**src/rtl/usr_pkg.sv**
```systemverilog
package usr_pkg;
  typedef enum logic [1:0] {
    MODE_HOLD = 2'b00,
    MODE_UP   = 2'b01,
    MODE_DOWN = 2'b10,
    MODE_LOAD = 2'b11
  } mode_e;
endpackage

```
**src/rtl/usr_mode_dec.sv**
```systemverilog
module usr_mode_dec #(
  parameter int WIDTH = 8
) (
  input  logic [1:0]         sel,
  input  logic               oe1_n,
  input  logic               oe2_n,
  output usr_pkg::mode_e     mode,
  output logic [WIDTH-1:0]   drv
);
  logic load_sel;
  logic port_on;

  always_comb begin
    mode     = usr_pkg::mode_e'(sel);
    load_sel = (mode == usr_pkg::MODE_LOAD);
    // load releases the pins so an outside source can present data
    port_on  = !oe1_n && !oe2_n && !load_sel;
    drv      = {WIDTH{port_on}};
  end
endmodule

```
**src/rtl/usr_cell.sv**
```systemverilog
module usr_cell (
  input  usr_pkg::mode_e mode,
  input  logic           cur,
  input  logic           from_lo,
  input  logic           from_hi,
  input  logic           par,
  output logic           nxt
);
  always_comb begin
    unique case (mode)
      usr_pkg::MODE_HOLD: nxt = cur;
      usr_pkg::MODE_UP:   nxt = from_lo;
      usr_pkg::MODE_DOWN: nxt = from_hi;
      default:            nxt = par;
    endcase
  end
endmodule

```
**src/rtl/usr_bidir_shift.sv**
```systemverilog
module usr_bidir_shift #(
  parameter int WIDTH = 8
) (
  input  logic             clk,
  input  logic             rst,
  input  logic             clr_n,
  input  logic [1:0]       sel,
  input  logic             oe1_n,
  input  logic             oe2_n,
  input  logic             ser_r_in,
  input  logic             ser_l_in,
  input  logic [WIDTH-1:0] pin_in,
  output logic [WIDTH-1:0] pin_out,
  output logic [WIDTH-1:0] pin_drv,
  output logic             q_lsb,
  output logic             q_msb
);
  localparam int MSB = WIDTH - 1;

  usr_pkg::mode_e mode;
  logic [MSB:0]   q;
  logic [MSB:0]   q_nxt;
  logic [MSB:0]   nb_lo;
  logic [MSB:0]   nb_hi;

  usr_mode_dec #(.WIDTH(WIDTH)) u_dec (
    .sel   (sel),
    .oe1_n (oe1_n),
    .oe2_n (oe2_n),
    .mode  (mode),
    .drv   (pin_drv)
  );

  // neighbour feeding each bit for either shift direction
  assign nb_lo = {q[MSB-1:0], ser_r_in};
  assign nb_hi = {ser_l_in, q[MSB:1]};

  for (genvar i = 0; i < WIDTH; i++) begin : g_cell
    usr_cell u_cell (
      .mode    (mode),
      .cur     (q[i]),
      .from_lo (nb_lo[i]),
      .from_hi (nb_hi[i]),
      .par     (pin_in[i]),
      .nxt     (q_nxt[i])
    );
  end

  // clear outranks every mode; output enables play no part here
  always_ff @(posedge clk) begin
    if (rst || !clr_n) q <= '0;
    else               q <= q_nxt;
  end

  assign pin_out = q;
  assign q_lsb   = q[0];
  assign q_msb   = q[MSB];

  a_r6_clear_wins: assert property (@(posedge clk) disable iff (rst)
    !clr_n |=> (q == '0));

  a_r2_hold_keeps: assert property (@(posedge clk) disable iff (rst)
    (clr_n && sel == 2'b00) |=> $stable(q));

  a_r3_shift_up: assert property (@(posedge clk) disable iff (rst)
    (clr_n && sel == 2'b01) |=> (q == {$past(q[MSB-1:0]), $past(ser_r_in)}));

  a_r4_shift_down: assert property (@(posedge clk) disable iff (rst)
    (clr_n && sel == 2'b10) |=> (q == {$past(ser_l_in), $past(q[MSB:1])}));

  a_r5_load_capture: assert property (@(posedge clk) disable iff (rst)
    (clr_n && sel == 2'b11) |=> (q == $past(pin_in)));

  a_r7_load_releases: assert property (@(posedge clk) disable iff (rst)
    (sel == 2'b11 || oe1_n || oe2_n) |-> (pin_drv == '0));
endmodule

```
**config.mk**
```make
export PLATFORM = sky130hd
export DESIGN_NAME = usr_bidir_shift
export DESIGN_NICKNAME = d
export VERILOG_FILES = /design/src/rtl/usr_pkg.sv /design/src/rtl/usr_mode_dec.sv /design/src/rtl/usr_cell.sv /design/src/rtl/usr_bidir_shift.sv
export SDC_FILE = /design/constraint.sdc
export NUM_CORES = 1
export LEC_CHECK = 0
export ABC_AREA = 1
export BUFFER_PORTS_ARGS = -buffer_cell sky130_fd_sc_hd__buf_2
export CAP_MARGIN = 10
export CELL_PAD_IN_SITES_DETAIL_PLACEMENT = 1
export CELL_PAD_IN_SITES_GLOBAL_PLACEMENT = 2
export CORE_MARGIN = 4
export CORE_UTILIZATION = 20
export CTS_CLUSTER_SIZE = 10
export DETAILED_ROUTE_END_ITERATION = 8
export PLACE_DENSITY = 0.85
export RECOVER_POWER = 50
export SYNTH_ARGS = -nofsm -noshare
export SYNTH_HDL_FRONTEND = slang
export SYNTH_HIERARCHICAL = 1
export SYNTH_SLANG_ARGS = --single-unit
```
**constraint.sdc**
```tcl
create_clock -name clk -period 0.85 [get_ports clk]
set_input_delay 0.17 -clock clk [delete_from_list [all_inputs] [get_ports clk]]
set_output_delay 0.17 -clock clk [all_outputs]
set_load 0.02 [all_outputs]
```
Yosys cells after proc, flatten, opt, wreduce, memory -nomap -nowiden. Index checks and enable logic that the tools add are counted.

Register bits: 8. Bits in latches: 0. Bits in writable memories: 0. Bits in read-only memories: 0. Output and inout port bits: 18. Memories kept: 0.

$add $sub $neg: 0. $mul: 0. Divide/modulo/power cells: 0. $lt $le $gt $ge: 0. Equal/unequal tests: 3. Shift-type cells: 0. Multiplexer cells: 8. Bitwise logic cells: 0. Reductions and logical operators: 8.

Operators by type and width (number): 1-bit case mux with 3 select lines (8); 2-bit == test (second input constant) (2); 1-bit zero test (4); 2-bit by 1-bit == test with 1-bit output (second input constant) (1); 1-bit logical AND (2); 2-bit zero test (1); 1-bit logical OR (1).

Longest topological paths before layout. Gate-level depths: netlist of the first run.

Word-level depth: 3. Depth in mapped cells: 7. Depth with buffers taken out: 6.

By module. Netlist of the first run, hierarchy kept.

Modules (own cells, without submodules): usr_cell (times used 8, cells each 13, area an instance 51.3 um^2, seq. area each 0.0 um^2); usr_bidir_shift (times used 1, cells each 28, area an instance 245.2 um^2, seq. area each 160.2 um^2); usr_mode_dec (times used 1, cells each 14, area an instance 90.1 um^2, seq. area each 0.0 um^2).

Least setup slack after synthesis of the first run. No wires, ideal clock.

Path type: register to register. Start point: register q[1] (netlist: pin_out[1]). End point: register q[2] (netlist: pin_out[2]). Setup time: 0.065 ns. Arrival time: 0.865 ns. Required time: 0.785 ns. Setup slack: -0.079 ns. Cell stages (with the launch flop): 7. Buffers on the path: 0. Period minus slack after synthesis: 0.929 ns. Path through: dfxtp_1 > clkinv_1 > nand2_1 > nand3_1 > nand2_1 > inv_1 > nor2_1.

Cells in the longest elaborated chain, start to end: 1.

RTL lines: from (decl) (RTL line usr_bidir_shift.sv:21) `logic [MSB:0] q;`; from (signal assigned) (RTL line usr_bidir_shift.sv:52) `else q <= q_nxt;`; 1-bit case mux with 3 select lines (RTL line usr_cell.sv:10) `unique case (mode)`; via q_nxt[2] (RTL line usr_bidir_shift.sv:22) `logic [MSB:0] q_nxt;`.

The timed path passes the listed nets, and every way through them passes these cells. A chain may end at the register's enable or synchronous reset.

Worst setup path in the final report of the first run.
Start point: register q[1] (netlist: pin_out[1]). End point: output pin_out[1].

RTL lines: to (decl) (RTL line usr_bidir_shift.sv:13) `output logic [WIDTH-1:0] pin_out,`.

No word-level cell between the ends.

==> results of run 1 <==
[final timing paths]
| path | from | to | slack [ns] | cells after the start |
|---|---|---|---|---|
| min | clr_n | pin_out[0] | 0.28 | 3 |
| max reg2reg | pin_out[4] | pin_out[3] | 0 | 7 |
| min reg2reg | pin_out[5] | pin_out[5] | 0.65 | 6 |
| max | pin_out[1] | pin_out[1] | -0.04 | 1 |
[metrics by stage]
| step | power [mW] | cells | setup slack (ns) | area (sq um) | utilization |
|---|---|---|---|---|---|
| 6_report | 1.281 | 223 | -0.04054 | 1177 | 0.3395 |
| 5_1_grt | 1.384 | 223 | -0.08639 | 1177 | 0.3395 |
| 4_1_cts | 1.277 | 223 | -0.04589 | 1117 | 0.3222 |
| 3_5_place_dp | 0.7662 | 217 | -0.07019 | 928.4 | 0.2677 |
| 3_3_place_gp | 0.7617 | 217 | -0.03900 | 928.4 | 0.2677 |
| 2_1_floorplan | 0.6728 | 146 | 0.02796 | 755.7 | - |
[cell families (layout without fill, tap and decap cells)]
| group | Yosys count | count (layout) | share of synthesized area |
|---|---|---|---|
| buffers and inverters | 70 | 101 | 0.4128 |
| AND/OR/NAND/NOR | 68 | 68 | 0.3725 |
| flip-flops | 8 | 8 | 0.2148 |
[per-layer routing]
layer / wire length (um) / vias to the layer above
li1: - / 449
met1: 869 / 358
met2: 926 / 26
met3: 131 / 0
met4: 0 / 0
met5: 0 / -
[synth_stat cells]
| cell | count |
|---|---|
| inv_2 | 16 |
| clkinv_1 | 8 |
| dfxtp_1 | 8 |
| nand2_1 | 42 |
| nand3_1 | 16 |
| inv_1 | 34 |
| nand2_2 | 1 |
| nor2_1 | 9 |
| buf_4 | 12 |
[power breakdown]
part / switching (mW) / total (mW) / leakage, nW / internal (mW)
Combinational: 0.219 / 0.417 / 0.608 / 0.198
Sequential: 0.0281 / 0.408 / 0.0712 / 0.380
Clock: 0.148 / 0.455 / 0.0216 / 0.307
[cell usage in the layout, fill, tap and decap left out]
master and n:
inv_1 33, buf_4 2, buf_12 1, dfxtp_4 8
nand2_1 37, clkbuf_8 3, clkinv_1 4, buf_2 15
nor2_1 8, nand3_1 13, clkinv_4 1, inv_2 20
buf_6 22, nand2_2 6, nand3_2 3, nor2_2 1
[layout make-up]
| cell class | instances | share of cell area |
|---|---|---|
| clock buffers | 3 | 0.03507 |
| inverters | 58 | 0.1892 |
| multi-input cells | 68 | 0.2614 |
| flip-flops and latches | 8 | 0.1615 |
| well taps | 46 | 0.04888 |
| repair buffers | 40 | 0.3039 |
[worst reg2reg max path, cell delays in order, from the launching register on]
cell and delay [ns]:
dfxtp_4 0.37, buf_6 0.10, inv_2 0.02, nand2_1 0.05, nand3_1 0.06, nand2_1 0.06, inv_1 0.03, nor2_1 0.08
[what timing repair did]
| item | CTS | global route |
|---|---|---|
| endpoints found under the setup margin | 18 | 26 |
| gates resized for setup | 41 | 22 |
| cloned | 0 | 0 |
| hold buffers | 0 | 0 |
| pin swaps | 2 | 10 |
| buffers inserted | 3 | 0 |
==> impl_metrics.yaml, run 1 <==
status:
  status: "finished, violations left"
  failed_checks: "negative setup slack"
flow_run:
  max-cap-violations: 0
critical_path:
  timing.critical_path.max_delay_family: "flip-flops"
  critical-path-max-stage-delay_ns: 0.37
  path_cells: "buf_6"
  critical-path-slowest-cell: "dfxtp_4"
  setup_crit_start_kind: "register"
  critPathRequiredTime_ns: 0.68
  cp_num_buf_inv: 1
  worst-path-max-fanout: 4
  worstSetupPathType: "register to primary output"
  timing.critical_path.to_type: "primary output"
  cp.arrival_ns: 0.72
global_route:
  global_route.usage.met1: 0.1075
  antenna_found_initial: 0
  global_route_wire_length_before_repair_um: 3470
  use_met3: 0.03198
  met2_use_gr: 0.1441
  grt_remaining_overflow: 0
  maximum_number_of_pins_on_one_net_before_global_route_repair: 25
  first_global_vias: 791
  grt_most_used_layer: "met2"
  grt.total_usage: 0.08543
sta:
  fin_tns_setup_ns: -0.3685
  clock_skew_ns: 0.003740
  max_slew.worst_pin.slew_ns: 0.1698
  grt_setup_unrepaired: "yes"
  relSlewSlack: 0.8864
  fin_hold_ws_ns: 0.2815
  timing.final.ws_setup_ns: -0.04054
  final_hold_vios: 0
  drv_slew: 0
  setup_violations: 11
  final.min_clock_period_ns: 0.8905
  finalCritPeriodShare: 1.048
  fmaxAchievable_ghz: 1.123
die:
  chipHeight_um: 69.06
  core-area_sq_um: 3468
  die_area_sq_um: 4769
  i_o_pins: 35
  fp-row-count: 21
  start_util: 0.2150
  fp.dieW_um: 69.06
final_layout:
  num-fill-cells: 461
  syn2layout_area_growth_pct: 57.89
  area.sequential_sq_um: 190.2
  multiInputGateArea_sq_um: 307.8
  largest_register_ff_count: 8
  proportion_of_layout_cells_with_a_drive_suffix_above_1: 0.4633
  nets: 196
  n_antenna_cell: 0
hold_path:
  timing.hold.worst.class: "primary input to register"
detailed_routing:
  drt_drc_violations_left: 0
  post_drt_via_cell_ratio: 3.735
  drt-pass1-iter-count: 2
  drt.antenna.violating_nets: 0
  routed_wire_length_per_instance_um: 8.646
  dr_total_vias: 833
  first_iter_violations: 27
  postRouteWirelength_um: 1928
power_and_ir_drop:
  power_density_nw_per_um2: 1088
  cellLeakagePower_nw: 0.7003
  ir_worst_vdd_v: 0.0007442
synthesis:
  synthesis.instances: 146
  synthTopCellsByArea: "dfxtp_1 21%, nand2_1 21%, inv_1 17%"
  syn_avg_cell_area_sq_um: 5.108
  synth.cell_area_sq_um: 745.7
  synth.lib_cells_used.distinct: 9
  synthesis.yosys.warnings: 6
  synthDominantAreaCellType: "dfxtp_1"
  yosysTopAreaCellShare: 0.2148
  syn_nets: 163
  flip_flop_and_latch_count_after_synthesis: 8
  seq_area_frac_synth: 0.2148
cts:
  insertion_delay_ns: 0.23
  clockBufferDepth: 2
  htree_levels: 1
  cts_tree: "done"
  cts.root.buffer_cell: "clkbuf_8"
  cts.reportedPaths.clkPinSlew_ns: 0.04
  cts_buffers: 3
  number_of_clock_sinks_seen_by_cts: 8
place:
  io_buffer_count: 34
  dpl.hpwl_um: 1485
  place.gp.congestion: 0.7030
Note: power is estimated with default switching activity, not from simulation.
==> run 2: changes to the inputs <==
--- a/config.mk
+++ b/config.mk
@@ -5,16 +5,16 @@
 export SDC_FILE = /design/constraint.sdc
 export NUM_CORES = 1
 export LEC_CHECK = 0
-export ABC_AREA = 1
+export ABC_AREA = 0
 export BUFFER_PORTS_ARGS = -buffer_cell sky130_fd_sc_hd__buf_2
 export CAP_MARGIN = 10
 export CELL_PAD_IN_SITES_DETAIL_PLACEMENT = 1
 export CELL_PAD_IN_SITES_GLOBAL_PLACEMENT = 2
 export CORE_MARGIN = 4
-export CORE_UTILIZATION = 20
+export CORE_UTILIZATION = 23
 export CTS_CLUSTER_SIZE = 10
 export DETAILED_ROUTE_END_ITERATION = 8
-export PLACE_DENSITY = 0.85
+export PLACE_DENSITY = 0.84
 export RECOVER_POWER = 50
 export SYNTH_ARGS = -nofsm -noshare
 export SYNTH_HDL_FRONTEND = slang
==> impl_metrics.yaml, run 2 <==
status:
  status: "finished, violations left"
  failed_checks: "negative setup slack"
detailed_routing:
  drt-pass1-iter-count: 3
  dr_total_vias: 440
  postRouteWirelength_um: 1565
  drt.antenna.violating_nets: 0
  first_iter_violations: 3
  routed_wire_length_per_instance_um: 15.97
  post_drt_via_cell_ratio: 4.490
  drt_drc_violations_left: 0
final_layout:
  layoutNonFillerInstCount: 98
  nets: 90
  layout_commonest_cell: "buf_6"
  n_antenna_cell: 0
  proportion_of_layout_cells_with_a_drive_suffix_above_1: 0.8873
  most-common-layout-cells: "24 x buf_6, 15 x buf_2, 8 x and3b_1, 8 x mux4_2, 7 x dfxtp_4"
  largest_register_ff_count: 8
  syn2layout_area_growth_pct: 75.85
die:
  die_area_sq_um: 3050
  i_o_pins: 35
  fp-row-count: 16
  start_util: 0.2512
  chipHeight_um: 55.23
  core-area_sq_um: 2042
  fp.dieW_um: 55.23
sta:
  max_slew.worst_pin.slew_ns: 0.1729
  relSlewSlack: 0.8844
  clock_skew_ns: 0.001296
  fmaxAchievable_ghz: 0.8940
  final_hold_vios: 0
  timing.final.ws_setup_ns: -0.2686
  grt_setup_unrepaired: "yes"
  fin_tns_setup_ns: -4.830
  setup_violations: 26
  final.min_clock_period_ns: 1.119
  drv_slew: 0
  finalCritPeriodShare: 1.316
synthesis:
  post_synth_most_frequent_cells: "12 x buf_4, 8 x and3b_1, 8 x dfxtp_1, 8 x mux4_2, 1 x a211oi_2"
  synth_async_sr_flop_share: 0
  seq_area_frac_synth: 0.3122
  flip_flop_and_latch_count_after_synthesis: 8
  synthMostInstantiatedCell: "buf_4"
  synth_ff_type: "dfxtp_1"
  yosysTopAreaCellShare: 0.3512
  syn_nets: 54
  synth-edff-count: 0
  synthesis.instances: 37
  synthDominantAreaCellType: "mux4_2"
  synthesis.yosys.warnings: 6
  synth.lib_cells_used.distinct: 5
  synthTopCellsByArea: "mux4_2 35%, dfxtp_1 31%, buf_4 18%"
  syn_avg_cell_area_sq_um: 13.86
  synth.cell_area_sq_um: 513.0
global_route:
  global_route_wire_length_before_repair_um: 2415
  grt_remaining_overflow: 0
  antenna_found_initial: 0
  grt.total_usage: 0.1051
  first_global_vias: 463
  maximum_number_of_pins_on_one_net_before_global_route_repair: 10
critical_path:
  timing.critical_path.to_type: "register"
  worst_r2r_path_depth: 2
  cp_num_buf_inv: 0
  cp.arrival_ns: 1.27
  worstSetupPathDepth: 2
  timing.critical_path.max_delay_family: "multiplexers"
  critPathRequiredTime_ns: 1.00
  setup_crit_start_kind: "register"
  path_cells: "mux4_2, and3b_1"
  worst-path-max-fanout: 4
  critical-path-slowest-cell: "mux4_2"
  critical-path-max-stage-delay_ns: 0.47
  worstSetupPathType: "register to register"
place:
  placedCellCount: 89
  io_buffer_count: 34
  place.gp.congestion: 0.7108
  preCtsSetupSlack_ns: -0.4718
hold_path:
  hold_depth: 2
  timing.hold.worst.class: "primary input to register"
cts:
  cts_buffers: 3
  cts.root.buffer_cell: "clkbuf_4"
  htree_levels: 1
  cts_tree: "done"
  cts.reportedPaths.clkPinSlew_ns: 0.06
  clockBufferDepth: 2
  number_of_clock_sinks_seen_by_cts: 8
  insertion_delay_ns: 0.26
power_and_ir_drop:
  power_density_nw_per_um2: 1089
  switching_share: 0.2819
  cellLeakagePower_nw: 0.4315
  intPower_mw: 0.7055
  net-switching-power_mw: 0.2770
  pwr-share-clk: 0.314
  comb_power_share: 0.297
  ir_worst_vdd_v: 0.0004203
  power.share.sequential: 0.389
flow_run:
  max-cap-violations: 0
## run 2: cell types whose count changed in the layout (fill, tap and decap cells not counted), sizes merged
cell,before,now
nand3,16,0
nand2,43,0
and3b,0,8
inv,53,0
nor2,9,0
buf,40,43
mux4,0,8
a211oi,0,1
clkinv,5,0
## run 2: worst reg2reg max path, stage by stage, from the launching register on
cell and delay, ns:
dfxtp_4 0.35, mux4_2 0.47, and3b_1 0.19
## run 2: timing repair
action | 4_1_cts | 5_1_grt
pin swaps | 1 | 0
setup buffers | 2 | 4
endpoints found under the setup margin | 26 | 26
hold buffers | 0 | 0
resized for setup | 44 | 5
## run 2: through the flow
stage	area, sq um	utilization	total power [mW]	hold slack, ns
after detailed placement	676.9	0.3315	0.6147	0.5138
after global routing	902.1	0.4418	1.039	0.2442
after floorplan	574.3	-	0.5687	0.3331
after global placement	676.9	0.3315	0.6093	0.5100
after CTS	855.8	0.4191	0.9972	0.2364
final	902.1	0.4418	0.9825	0.2350
## run 2: cell type report
cell class / instances / area, sq um
clock buffer: 3 / 22.52
timing repair buffer: 43 / 387.9
multi-input combinational: 17 / 270.3
fill: 233 / 1140
sequential: 8 / 187.7
tap: 27 / 33.78
## run 2: per-layer routing
metal | global-route usage | vias to the layer above | routed length [um]
met5 | 0 | - | 0
met4 | 0.1042 | 0 | 63
met3 | 0.01632 | 5 | 82
met2 | 0.1571 | 22 | 752
met1 | 0.1245 | 210 | 666
li1 | - | 203 | -
## run 2: cells by family (layout without fill, tap and decap cells)
| group | Yosys count | count (layout) | share of synthesized area |
|---|---|---|---|
| AND/OR/NAND/NOR | 8 | 8 | 0.1366 |
| flip-flops | 8 | 8 | 0.3122 |
| AO/OA/AOI/OAI | 1 | 1 | 0.02439 |
| multiplexers | 8 | 8 | 0.3512 |
| buffers and inverters | 12 | 46 | 0.1756 |
## run 2: final timing paths
check / startpoint / end / slack [ns]
setup / recovery: pin_out[6] / pin_out[6] / -0.27
hold reg to reg: pin_out[7] / pin_out[7] / 0.73
hold / removal: clr_n / pin_out[3] / 0.23
setup reg to reg: pin_out[6] / pin_out[6] / -0.27
## run 2: power by group through the flow
| stage | Combinational, mW | Clock (mW) | Sequential, mW |
|---|---|---|---|
| detailed placement | 0.219 | 0 | 0.396 |
| global route | 0.309 | 0.348 | 0.382 |
| CTS | 0.285 | 0.326 | 0.386 |
| floorplan | 0.163 | 0 | 0.406 |
| finish | 0.292 | 0.309 | 0.382 |
| global placement | 0.215 | 0 | 0.395 |
==> run 3: changes to the inputs <==
--- a/config.mk
+++ b/config.mk
@@ -10,7 +10,7 @@
 export CAP_MARGIN = 10
 export CELL_PAD_IN_SITES_DETAIL_PLACEMENT = 1
 export CELL_PAD_IN_SITES_GLOBAL_PLACEMENT = 2
-export CORE_MARGIN = 4
+export CORE_MARGIN = 2
 export CORE_UTILIZATION = 23
 export CTS_CLUSTER_SIZE = 10
 export DETAILED_ROUTE_END_ITERATION = 8
==> impl_metrics.yaml, run 3 (synthesis results as in run 2) <==
status:
  status: "finished, violations left"
  failed_checks: "negative setup slack"
die:
  fp-row-count: 17
  core-area_sq_um: 2170
  start_util: 0.2364
  die_area_sq_um: 2624
  i_o_pins: 35
  fp.dieW_um: 51.23
  chipHeight_um: 51.23
hold_path:
  hold_depth: 2
  timing.hold.worst.class: "primary input to register"
  hold_path.startpoint: "clr_n"
  min_to: "pin_out[6]"
critical_path:
  critical-path-slowest-cell: "mux4_2"
  worst-path-max-fanout: 4
  critical-path-max-stage-delay_ns: 0.46
  setup_crit_start_kind: "register"
  path_cells: "mux4_2, and3b_1"
  worstSetupPathType: "register to register"
  reg2reg_from: "pin_out[5]"
  critPathRequiredTime_ns: 1.00
  worst_r2r_path_depth: 2
  ff2ff_setup_slack_ns: -0.24
  worst_r2r_endpoint: "pin_out[4]"
  cp.arrival_ns: 1.24
  timing.critical_path.to_type: "register"
final_layout:
  proportion_of_layout_cells_with_a_drive_suffix_above_1: 0.8873
  num-fill-cells: 252
  layoutNonFillerInstCount: 99
  finalCoreUtilization: 0.4164
  n_antenna_cell: 0
  nets: 90
  most-common-layout-cells: "24 x buf_6, 14 x buf_2, 8 x and3b_1, 8 x mux4_2, 6 x dfxtp_4"
  layout_commonest_cell: "buf_6"
  largest_register_ff_count: 8
  syn2layout_area_growth_pct: 76.10
sta:
  finalCritPeriodShare: 1.278
  final.min_clock_period_ns: 1.086
  grt_setup_unrepaired: "yes"
  relSlewSlack: 0.8871
  fin_tns_setup_ns: -4.623
  timing.final.ws_setup_ns: -0.2362
  max_slew.worst_pin.slew_ns: 0.1687
  drv_slew: 0
  setup_violations: 26
  clock_skew_ns: 0.005721
  final_hold_vios: 0
  fmaxAchievable_ghz: 0.9206
detailed_routing:
  first_iter_violations: 6
  routed_wire_length_per_instance_um: 14.00
  drt-pass1-iter-count: 2
  drt_drc_violations_left: 0
  post_drt_via_cell_ratio: 4.475
  postRouteWirelength_um: 1386
  dr_total_vias: 443
  drt.antenna.violating_nets: 0
cts:
  cts_tree: "done"
  cts_buffers: 3
  insertion_delay_ns: 0.25
  clockBufferDepth: 2
  cts.reportedPaths.clkPinSlew_ns: 0.06
  number_of_clock_sinks_seen_by_cts: 8
  htree_levels: 1
  cts.root.buffer_cell: "clkbuf_4"
global_route:
  grt.total_usage: 0.1169
  grt_remaining_overflow: 0
  first_global_vias: 432
  antenna_found_initial: 0
  maximum_number_of_pins_on_one_net_before_global_route_repair: 10
  global_route_wire_length_before_repair_um: 2166
place:
  place.gp.congestion: 0.7123
  placedCellCount: 91
  io_buffer_count: 34
power_and_ir_drop:
  power_density_nw_per_um2: 1074
  cellLeakagePower_nw: 0.4312
  ir_worst_vdd_v: 0.0004332
flow_run:
  max-cap-violations: 0
==> run 3: cell count changes in the layout (fill, tap and decap cells not counted) <==
cell / previous run / this run
buf_2: 15 / 14
buf_4: 3 / 4
dfxtp_2: 1 / 2
dfxtp_4: 7 / 6
==> run 3: critical path: cells and delay by family, from the launching register on <==
kind	cells	cell delay (ns)
multiplexers	1	0.46
flip-flops	1	0.35
AND/OR/NAND/NOR	1	0.17
==> run 3: metrics by stage <==
stage          instance area (sq um)  hold slack (ns)  worst slack [ns]  power [mW]
2_1_floorplan                  574.3           0.3331           -0.2177      0.5687
4_1_cts                        879.6           0.2455           -0.2340      0.9923
5_1_grt                        903.4           0.2497           -0.2594       1.026
3_5_place_dp                   685.7           0.5146           -0.4451      0.6165
6_report                       903.4           0.2467           -0.2362      0.9700
3_3_place_gp                   685.7           0.5128           -0.3964      0.6105
==> run 3: layer usage <==
| metal | GRT usage | vias to the layer above | part of all wire | wire length, um |
|---|---|---|---|---|
| met5 | 0 | - | 0 | 0 |
| met4 | 0.06579 | 0 | 0.019 | 27 |
| met3 | 0.04386 | 4 | 0.081 | 112 |
| met2 | 0.1710 | 20 | 0.50 | 696 |
| met1 | 0.1470 | 217 | 0.40 | 550 |
| li1 | - | 202 | - | - |
==> run 3: report_power, final <==
group,total (mW),internal (mW),leakage [nW],switching [mW]
Clock,0.293,0.162,0.0138,0.132
Combinational,0.293,0.174,0.347,0.119
Sequential,0.384,0.373,0.0705,0.0114
==> run 3: cell type report <==
cell class                      count  area (sq um)  area share
Sequential cell                     8         185.2      0.2050
Tap cell                           28         35.03     0.03878
Clock buffer                        3         22.52     0.02493
Timing Repair Buffer               43         390.4      0.4321
Multi-Input combinational cell     17         270.3      0.2992
==> run 3: worst max path at each step <==
stage,cells after the start,from,to
after CTS,2,pin_out[5],pin_out[4]
after floorplan,2,pin_out[7],pin_out[6]
after global routing,2,pin_out[4],pin_out[3]
after detailed placement,3,sel[0],pin_out[4]
final,2,pin_out[5],pin_out[4]
after global placement,3,sel[0],pin_out[2]
==> run 3: timing repair <==
action | in CTS | in global routing
endpoints found under the setup margin | 26 | 26
cloned | 0 | 0
hold buffers | 0 | 0
setup buffers | 3 | 2
pin swaps | 3 | 4
resized for setup | 46 | 3
